`src/rtl/agc_pkg.sv`:
```
package agc_pkg;
  typedef enum logic [1:0] {
    LVL_QUIET = 2'd0,
    LVL_MID   = 2'd1,
    LVL_LOUD  = 2'd2
  } agc_lvl_e;
endpackage

```
`src/rtl/agc_rst_sync.sv`:
```
module agc_rst_sync (
  input  logic clk,
  input  logic rst_n,
  output logic rst_sync_n
);
  logic [1:0] sync_q;

  always_ff @(posedge clk or negedge rst_n) begin
    if (!rst_n) sync_q <= 2'b00;
    else        sync_q <= {sync_q[0], 1'b1};
  end

  assign rst_sync_n = sync_q[1];
endmodule

```
`src/rtl/agc_level_classify.sv`:
```
module agc_level_classify
  import agc_pkg::*;
#(
  parameter int SAMPLE_W = 8
) (
  input  logic [SAMPLE_W-1:0] smp,
  output agc_lvl_e            lvl
);
  localparam int FULL  = 1 << (SAMPLE_W - 1);
  localparam int HI_TH = (FULL * 7) / 8;
  localparam int LO_TH = FULL / 4;
  localparam logic [SAMPLE_W-1:0] HI_V = SAMPLE_W'(HI_TH);
  localparam logic [SAMPLE_W-1:0] LO_V = SAMPLE_W'(LO_TH);
  localparam logic [SAMPLE_W-1:0] ONE  = SAMPLE_W'(1);

  logic [SAMPLE_W-1:0] mag;

  // Magnitude as unsigned; the most negative code maps to full scale.
  always_comb begin
    if (smp[SAMPLE_W-1]) mag = (~smp) + ONE;
    else                 mag = smp;
  end

  always_comb begin
    if (mag > HI_V)       lvl = LVL_LOUD;
    else if (mag < LO_V)  lvl = LVL_QUIET;
    else                  lvl = LVL_MID;
  end
endmodule

```
`src/rtl/agc_quiet_timer.sv`:
```
module agc_quiet_timer #(
  parameter int QUIET_N = 32,
  parameter int CNT_W   = (QUIET_N > 1) ? $clog2(QUIET_N) : 1
) (
  input  logic clk,
  input  logic rst_n,
  input  logic smp_en,
  input  logic quiet,
  output logic expire
);
  localparam logic [CNT_W-1:0] LAST = CNT_W'(QUIET_N - 1);

  logic [CNT_W-1:0] cnt_q, cnt_d;
  logic             cnt_en;

  assign expire = smp_en && quiet && (cnt_q == LAST);
  assign cnt_en = smp_en;

  always_comb begin
    if (!quiet || expire) cnt_d = '0;
    else                  cnt_d = cnt_q + CNT_W'(1);
  end

  always_ff @(posedge clk or negedge rst_n) begin
    if (!rst_n)      cnt_q <= '0;
    else if (cnt_en) cnt_q <= cnt_d;
  end
endmodule

```
`src/rtl/agc_gain_step.sv`:
```
module agc_gain_step #(
  parameter int GAIN_W = 5
) (
  input  logic              clk,
  input  logic              rst_n,
  input  logic              dec_req,
  input  logic              inc_req,
  output logic [GAIN_W-1:0] gain,
  output logic              chg
);
  localparam logic [GAIN_W-1:0] G_MAX = '1;
  localparam logic [GAIN_W-1:0] G_ONE = GAIN_W'(1);

  logic [GAIN_W-1:0] gain_q, gain_d;
  logic              chg_q, chg_d;
  logic              gain_en;

  // Attack has priority over release.
  always_comb begin
    gain_d = gain_q;
    chg_d  = 1'b0;
    if (dec_req) begin
      if (gain_q != '0) begin
        gain_d = gain_q - G_ONE;
        chg_d  = 1'b1;
      end
    end else if (inc_req) begin
      if (gain_q != G_MAX) begin
        gain_d = gain_q + G_ONE;
        chg_d  = 1'b1;
      end
    end
  end

  assign gain_en = chg_d;

  always_ff @(posedge clk or negedge rst_n) begin
    if (!rst_n)       gain_q <= G_MAX;
    else if (gain_en) gain_q <= gain_d;
  end

  always_ff @(posedge clk or negedge rst_n) begin
    if (!rst_n) chg_q <= 1'b0;
    else        chg_q <= chg_d;
  end

  assign gain = gain_q;
  assign chg  = chg_q;
endmodule

```
`src/rtl/agc_gain_ctrl.sv`:
```
module agc_gain_ctrl
  import agc_pkg::*;
#(
  parameter int SAMPLE_W  = 8,
  parameter int GAIN_W    = 5,
  parameter int SAMPLE_HZ = 16000,
  parameter int HOLD_US   = 2000
) (
  input  logic                clk,
  input  logic                rst_n,
  input  logic                smp_valid_i,
  input  logic [SAMPLE_W-1:0] smp_i,
  output logic [GAIN_W-1:0]   gain_o,
  output logic                gain_chg_o
);
  localparam int QUIET_RAW = (SAMPLE_HZ / 1000) * HOLD_US / 1000;
  localparam int QUIET_N   = (QUIET_RAW < 1) ? 1 : QUIET_RAW;

  logic     rst_sync_n;
  agc_lvl_e lvl;
  logic     is_loud, is_quiet, quiet_expire;

  agc_rst_sync u_rst (
    .clk        (clk),
    .rst_n      (rst_n),
    .rst_sync_n (rst_sync_n)
  );

  agc_level_classify #(.SAMPLE_W(SAMPLE_W)) u_lvl (
    .smp (smp_i),
    .lvl (lvl)
  );

  assign is_loud  = smp_valid_i && (lvl == LVL_LOUD);
  assign is_quiet = (lvl == LVL_QUIET);

  agc_quiet_timer #(.QUIET_N(QUIET_N)) u_tmr (
    .clk    (clk),
    .rst_n  (rst_sync_n),
    .smp_en (smp_valid_i),
    .quiet  (is_quiet),
    .expire (quiet_expire)
  );

  agc_gain_step #(.GAIN_W(GAIN_W)) u_step (
    .clk     (clk),
    .rst_n   (rst_sync_n),
    .dec_req (is_loud),
    .inc_req (quiet_expire),
    .gain    (gain_o),
    .chg     (gain_chg_o)
  );
endmodule

```
`config.mk`:
```
export PLATFORM = sky130hd
export DESIGN_NAME = agc_gain_ctrl
export DESIGN_NICKNAME = d
export VERILOG_FILES = /design/src/rtl/agc_pkg.sv /design/src/rtl/agc_rst_sync.sv /design/src/rtl/agc_level_classify.sv /design/src/rtl/agc_quiet_timer.sv /design/src/rtl/agc_gain_step.sv /design/src/rtl/agc_gain_ctrl.sv
export SDC_FILE = /design/constraint.sdc
export NUM_CORES = 1
export LEC_CHECK = 0
export BUFFER_PORTS_ARGS = -buffer_cell sky130_fd_sc_hd__buf_2
export CAP_MARGIN = 20
export CELL_PAD_IN_SITES_DETAIL_PLACEMENT = 1
export CELL_PAD_IN_SITES_GLOBAL_PLACEMENT = 1
export CORE_UTILIZATION = 35
export CTS_CLUSTER_SIZE = 30
export DETAILED_ROUTE_END_ITERATION = 16
export HOLD_SLACK_MARGIN = 0.02
export PLACE_DENSITY = 0.76
export SYNTH_ARGS = -nofsm -noshare
export SYNTH_HDL_FRONTEND = slang
export SYNTH_SLANG_ARGS = --single-unit
export TNS_END_PERCENT = 10
```
`constraint.sdc`:
```
create_clock -name clk -period 1.54 [get_ports clk]
set_input_delay 0.231 -clock clk [delete_from_list [all_inputs] [get_ports clk]]
set_output_delay 0.231 -clock clk [all_outputs]
set_load 0.1 [all_outputs]
```
==> results of run 1 <==
-- worst max-delay path, cell delays in order (launching register included) --
cell and delay (ps):
dfstp_4 670, ha_4 230, a21oi_4 130, nand2_2 80, or2_4 220, a21o_1 150, mux2i_1 130
-- flip-flops by register name, indices dropped and copies added, names as in the netlist --
name and flops:
u_rst.sync_q 2, u_step.chg 1, u_step.gain 5, u_tmr.cnt_q 5
-- area by class of cell --
class,count,area share [%]
Clock inverter,1,0.371
Inverter,2,0.742
Sequential cell,13,24.9
Timing Repair Buffer,41,25.9
Tap cell,28,2.60
Clock buffer,3,1.67
Multi-Input combinational cell,53,43.9
-- per-layer routing --
metal,wire [µm],vias up,track usage [%],share of wire [%]
li1,-,337,-,-
met1,865,373,21.9,38
met2,1340,8,42.2,59
met3,65,5,8.18,2.8
met4,16,0,6.67,0.70
met5,0,-,0,0
-- kinds of logic after synthesis --
logic type | Yosys count
AOI/OAI and AO/OA | 16
xor gates and xnor gates | 3
adders and majority gates | 6
buffers and inverters | 3
DFF | 13
muxes | 5
other | 1
and+or+nand+nor | 22
-- cells in the mapped netlist, drive strengths merged, types with 2 or more instances --
cell type / n / share of area, %
dfrtp: 8 / 25
inv: 2 / 0.92
nand3: 3 / 1.8
ha: 5 / 7.7
o21ai: 3 / 3.2
a21oi: 4 / 2.5
and3: 2 / 1.5
o2bb2ai: 3 / 3.2
xor2: 2 / 2.2
mux2: 4 / 6.9
a21o: 4 / 3.7
dfstp: 5 / 16
nor4b: 2 / 2.2
nand2: 5 / 2.3
nor2: 3 / 1.7
-- power groups by stage --
| stage | logic [W] | clock network, W | registers, W |
|---|---|---|---|
| 6_report | 0.00120 | 0.000222 | 0.000551 |
| 5_1_grt | 0.00126 | 0.000248 | 0.000561 |
| 4_1_cts | 0.00119 | 0.000226 | 0.000547 |
| 3_5_place_dp | 0.00114 | 0 | 0.000554 |
| 3_3_place_gp | 0.00110 | 0 | 0.000547 |
| 2_1_floorplan | 0.000269 | 0 | 0.000963 |
-- worst max path at each step --
stage,start,end,cells after the start
2_1_floorplan,smp_i[1],u_step.gain[4],10
3_3_place_gp,smp_i[1],u_step.gain[4],11
3_5_place_dp,smp_i[1],u_step.gain[4],11
4_1_cts,u_step.gain[3],u_step.gain[4],6
5_1_grt,smp_i[1],u_step.gain[4],11
6_report,u_step.gain[3],u_step.gain[4],6
-- what timing repair did --
item	in CTS	in global routing
hold endpoints to repair	2	0
hold buffers	1	0
resized for setup	14	9
endpoints found under the setup margin	12	10
pin swaps	5	4
-- stage by stage --
| step | util (%) | instance area, µm² | setup slack (ps) |
|---|---|---|---|
| floorplan | - | 852 | -392 |
| global route | 61.0 | 1350 | -207 |
| detailed placement | 54.4 | 1200 | -505 |
| finish | 61.0 | 1350 | -136 |
| CTS | 59.4 | 1320 | -182 |
| global placement | 54.4 | 1200 | -420 |
==> results.yml, run 1 <==
finish:
  layout_common_cells: "buf_4, buf_2, dfrtp_1"
  drive_gt1_share_pct: 69.9
  multiInputGateArea_um2: 592
  syn_to_final_growth_pct: 65.6
  seq_area_um2: 335
  fin_nets: 131
  n_fill_cell: 243
  layout.cells.non_filler: 141
  final_common_cell: "buf_4"
  antenna_cells: 0
power:
  ir_worst_vdd_mv: 1.21
  powerDensity_mw_per_mm2: 1470
  cellLeakagePower_nw: 0.622
  p_comb_share_pct: 60.9
  switching_power_w: 0.000909
  power_frac_seq_pct: 27.9
  switching_share_pct: 45.9
  power.internal_w: 0.00107
  pwr-share-clk_pct: 11.2
  totalPowerFinal_w: 0.00198
yosys:
  avgSynthCellArea_um2: 11.8
  synth_top_family_by_area: "compound AO/OA/AOI/OAI gates"
  synthCells: 69
  yosys_warnings: 0
  synth_mux_area_share_pct: 8.14
  synth_edf_count: 0
  synthSimpleGateAreaFrac_pct: 17.4
  seq_area_frac_synth_pct: 40.7
  synth_nets: 86
  synth_compound_area_share_pct: 18.4
  ys_types: 32
  ys_seq_elements: 13
  async_flop_share_pct: 100
  netlist_area_um2: 815
  synthAdderAreaFrac_pct: 10.1
  yosys_most_used_dff: "dfrtp_1"
  synthXorXnorAreaFrac_pct: 3.23
grt:
  grt_antenna_before_repair: 0
  grt_pass1_wl_um: 3930
  gr-total-overflow: 0
  grt_pass1_vias: 844
  grt_use_total_pct: 22.2
  grt_max_degree: 12
clock_network:
  clockRootBuffer: "clkbuf_4"
  clk_path_buf_depth: 2
  clk_latency_ps: 290
  numCtsBuffers: 3
  clk_pin_slew_ps: 80
  clkSinkCount: 13
  postCtsSetupBuffers: 0
  h-tree-depth: 1
  cts_tree: "built"
detailed_routing:
  viasPerCell: 5.13
  initialDrtViolationCount: 6
  dr.pass1.iters: 2
  drt_wl_total_um: 2290
  vias: 723
  wl_per_cell_um: 16.2
  ant_nets: 0
  drc: 0
timing:
  fin_crit_sh_pct: 109
  fmax_mhz: 597
  finalSetupViolations: 7
  fin_crit_ps: 1680
  slew_viol_final: 0
  rsz0062_at_grt: "true"
  hold_viol: 0
  whs_ps: 190
  tns_ps: -503
  skew_ps: 1.06
  timing.final.ws_setup_ps: -136
floorplan:
  start_util_pct: 36.8
  chipWidth_um: 50.2
  die_area_mm2: 0.00252
  die_h_um: 50.2
  num_rows: 17
  pin_count: 17
  core-area_mm2: 0.00221
critical_path:
  path_class: "register to register"
  crit_fanout: 5
  rrSetupSlack_ps: -140
  rr_startpoint: "u_step.gain[3]"
  start_kind: "register"
  r2r_cells: 6
  critPathCaptureType: "register"
  cp.required_ps: 1760
  worstPathArrival_ps: 1900
  r2r-end: "u_step.gain[4]"
placed_design:
  place_inst: 136
  routabilityCongestion: 0.808
  hpwlAfterDp_um: 1720
  io_buffers: 16
outcome:
  violations: "negative setup slack"
  outcome: "complete, but fails checks"
run:
  cap_violations: 0
min_path:
  hold_class: "register to asynchronous set/reset pin"
(Power assumes the default switching activity.)
==> run 2: changes to the inputs <==
--- a/config.mk
+++ b/config.mk
@@ -13,6 +13,7 @@
 export CTS_CLUSTER_SIZE = 30
 export DETAILED_ROUTE_END_ITERATION = 16
 export HOLD_SLACK_MARGIN = 0.02
+export MAX_ROUTING_LAYER = met4
 export PLACE_DENSITY = 0.76
 export SYNTH_ARGS = -nofsm -noshare
 export SYNTH_HDL_FRONTEND = slang
==> constraint.sdc (replaced) <==
create_clock -name clk -period 1.54 [get_ports clk]
set_input_delay 0.231 -clock clk [delete_from_list [all_inputs] [get_ports clk]]
set_output_delay 0.231 -clock clk [all_outputs]
set_load 0.02 [all_outputs]
==> results.yml, run 2 (synthesis results as in run 1) <==
critical_path:
  cp.depth: 11
  path_common_cell: "nand2_2"
  critPathCaptureType: "register"
  path_delay_family: "simple AND/OR/NAND/NOR gates"
  slowest_delay_ps: 350
  cp.required_ps: 1750
  path_cells: "buf_2 -> nor4_4 -> o2bb2ai_2 -> nand2_2 -> inv_4 -> fa_2 -> nand3_2 -> nand2_2 -> or2_4 -> a21o_1 -> mux2i_1"
  r2r_cells: 6
  start_kind: "input pin"
  crit_fanout: 4
  worstPathArrival_ps: 1900
  path_class: "input pin to register"
  cp.buffers_inverters: 2
  crit_slowest_cell: "fa_2"
floorplan:
  num_rows: 17
  chipWidth_um: 50.2
  start_util_pct: 36.8
  die_area_mm2: 0.00252
  pin_count: 17
  die_h_um: 50.2
  core-area_mm2: 0.00221
grt:
  grt_antenna_before_repair: 0
  grt_pass1_wl_um: 3480
  gr-total-overflow: 0
  grt_max_degree: 12
  grt_pass1_vias: 768
  grt_use_total_pct: 18.9
finish:
  layout_common_cells: "buf_4, buf_2, dfrtp_1"
  final_area_mm2: 0.00123
  fin_nets: 130
  drive_gt1_share_pct: 66.1
  syn_to_final_growth_pct: 51.3
  multiInputGateArea_um2: 563
  final_common_cell: "buf_4"
  n_fill_cell: 253
  layout.cells.non_filler: 140
  post-route-util_pct: 55.7
  antenna_cells: 0
  seq_area_um2: 332
placed_design:
  dpl-instance-area_mm2: 0.00112
  hpwlAfterDp_um: 1560
  routabilityCongestion: 0.769
  place_inst: 133
  io_buffers: 16
detailed_routing:
  dr.pass1.iters: 2
  vias: 676
  ant_nets: 0
  initialDrtViolationCount: 9
  wl_per_cell_um: 14.1
  viasPerCell: 4.83
  drc: 0
  drt_wl_total_um: 1980
timing:
  fin_crit_ps: 1690
  hold_viol: 0
  skew_ps: 10.4
  timing.final.ws_setup_ps: -146
  finalSetupViolations: 5
  fin_crit_sh_pct: 110
  rsz0062_at_grt: "true"
  fmax_mhz: 593
  slew_viol_final: 0
power:
  ir_worst_vdd_mv: 0.823
  cellLeakagePower_nw: 0.590
  totalPowerFinal_w: 0.00138
  powerDensity_mw_per_mm2: 1120
clock_network:
  clk_latency_ps: 280
  h-tree-depth: 1
  clk_pin_slew_ps: 90
  numCtsBuffers: 3
  clk_path_buf_depth: 2
  clkSinkCount: 13
  cts_tree: "built"
  clockRootBuffer: "clkbuf_4"
outcome:
  outcome: "complete, but fails checks"
  violations: "negative setup slack"
min_path:
  hold_class: "register to asynchronous set/reset pin"
run:
  cap_violations: 0
-- run 2: path summary, 6_finish.rpt --
kind                                  from               to  slack [ps]
setup reg to reg            u_step.gain[3]   u_step.gain[4]         -60
setup / recovery                  smp_i[1]   u_step.gain[4]        -150
hold reg to reg            u_rst.sync_q[1]   u_tmr.cnt_q[3]         220
min in group clk           u_rst.sync_q[0]  u_rst.sync_q[1]         340
hold / removal             u_rst.sync_q[1]   u_tmr.cnt_q[3]         220
max in group asynchronous  u_rst.sync_q[1]   u_step.gain[4]         980
-- run 2: layout make-up --
type	count	area share [%]
multi-input combinational	53	45.7
sequential	13	26.9
timing repair buffer	40	21.6
clock buffer	4	2.13
inverter	2	0.812
tap	28	2.84
-- run 2: metal layers --
layer  wire length, µm  vias to the layer above  share of wire, %  global-route usage, %
met4                 0                        0                 0                   1.43
met3                25                        0               1.3                   4.55
met5                 0                        -                 0                      -
met1               874                      331                44                   21.6
li1                  -                      341                 -                      -
met2              1080                        4                54                   34.2
-- run 2: what timing repair did --
action | in CTS | in global routing
pin swaps | 5 | 2
setup endpoints to repair | 10 | 9
buffers inserted | 1 | 1
resized for setup | 10 | 4
hold buffers | 1 | 0
hold endpoints to repair | 2 | 0
-- run 2: report_power, final --
group	internal [W]	switching [W]
sequential	0.000446	0.0000944
combinational	0.000329	0.000303
clock	0.000100	0.000113
total	0.000875	0.000510
-- run 2: metrics by stage --
| step | setup WS, ps | setup TNS, ps | hold slack (ps) |
|---|---|---|---|
| global placement | -458 | -1900 | 16.9 |
| CTS | -160 | -472 | 228 |
| finish | -146 | -298 | 219 |
| floorplan | -391 | -1190 | -64.6 |
| detailed placement | -504 | -2510 | 16.5 |
| global route | -216 | -714 | 258 |
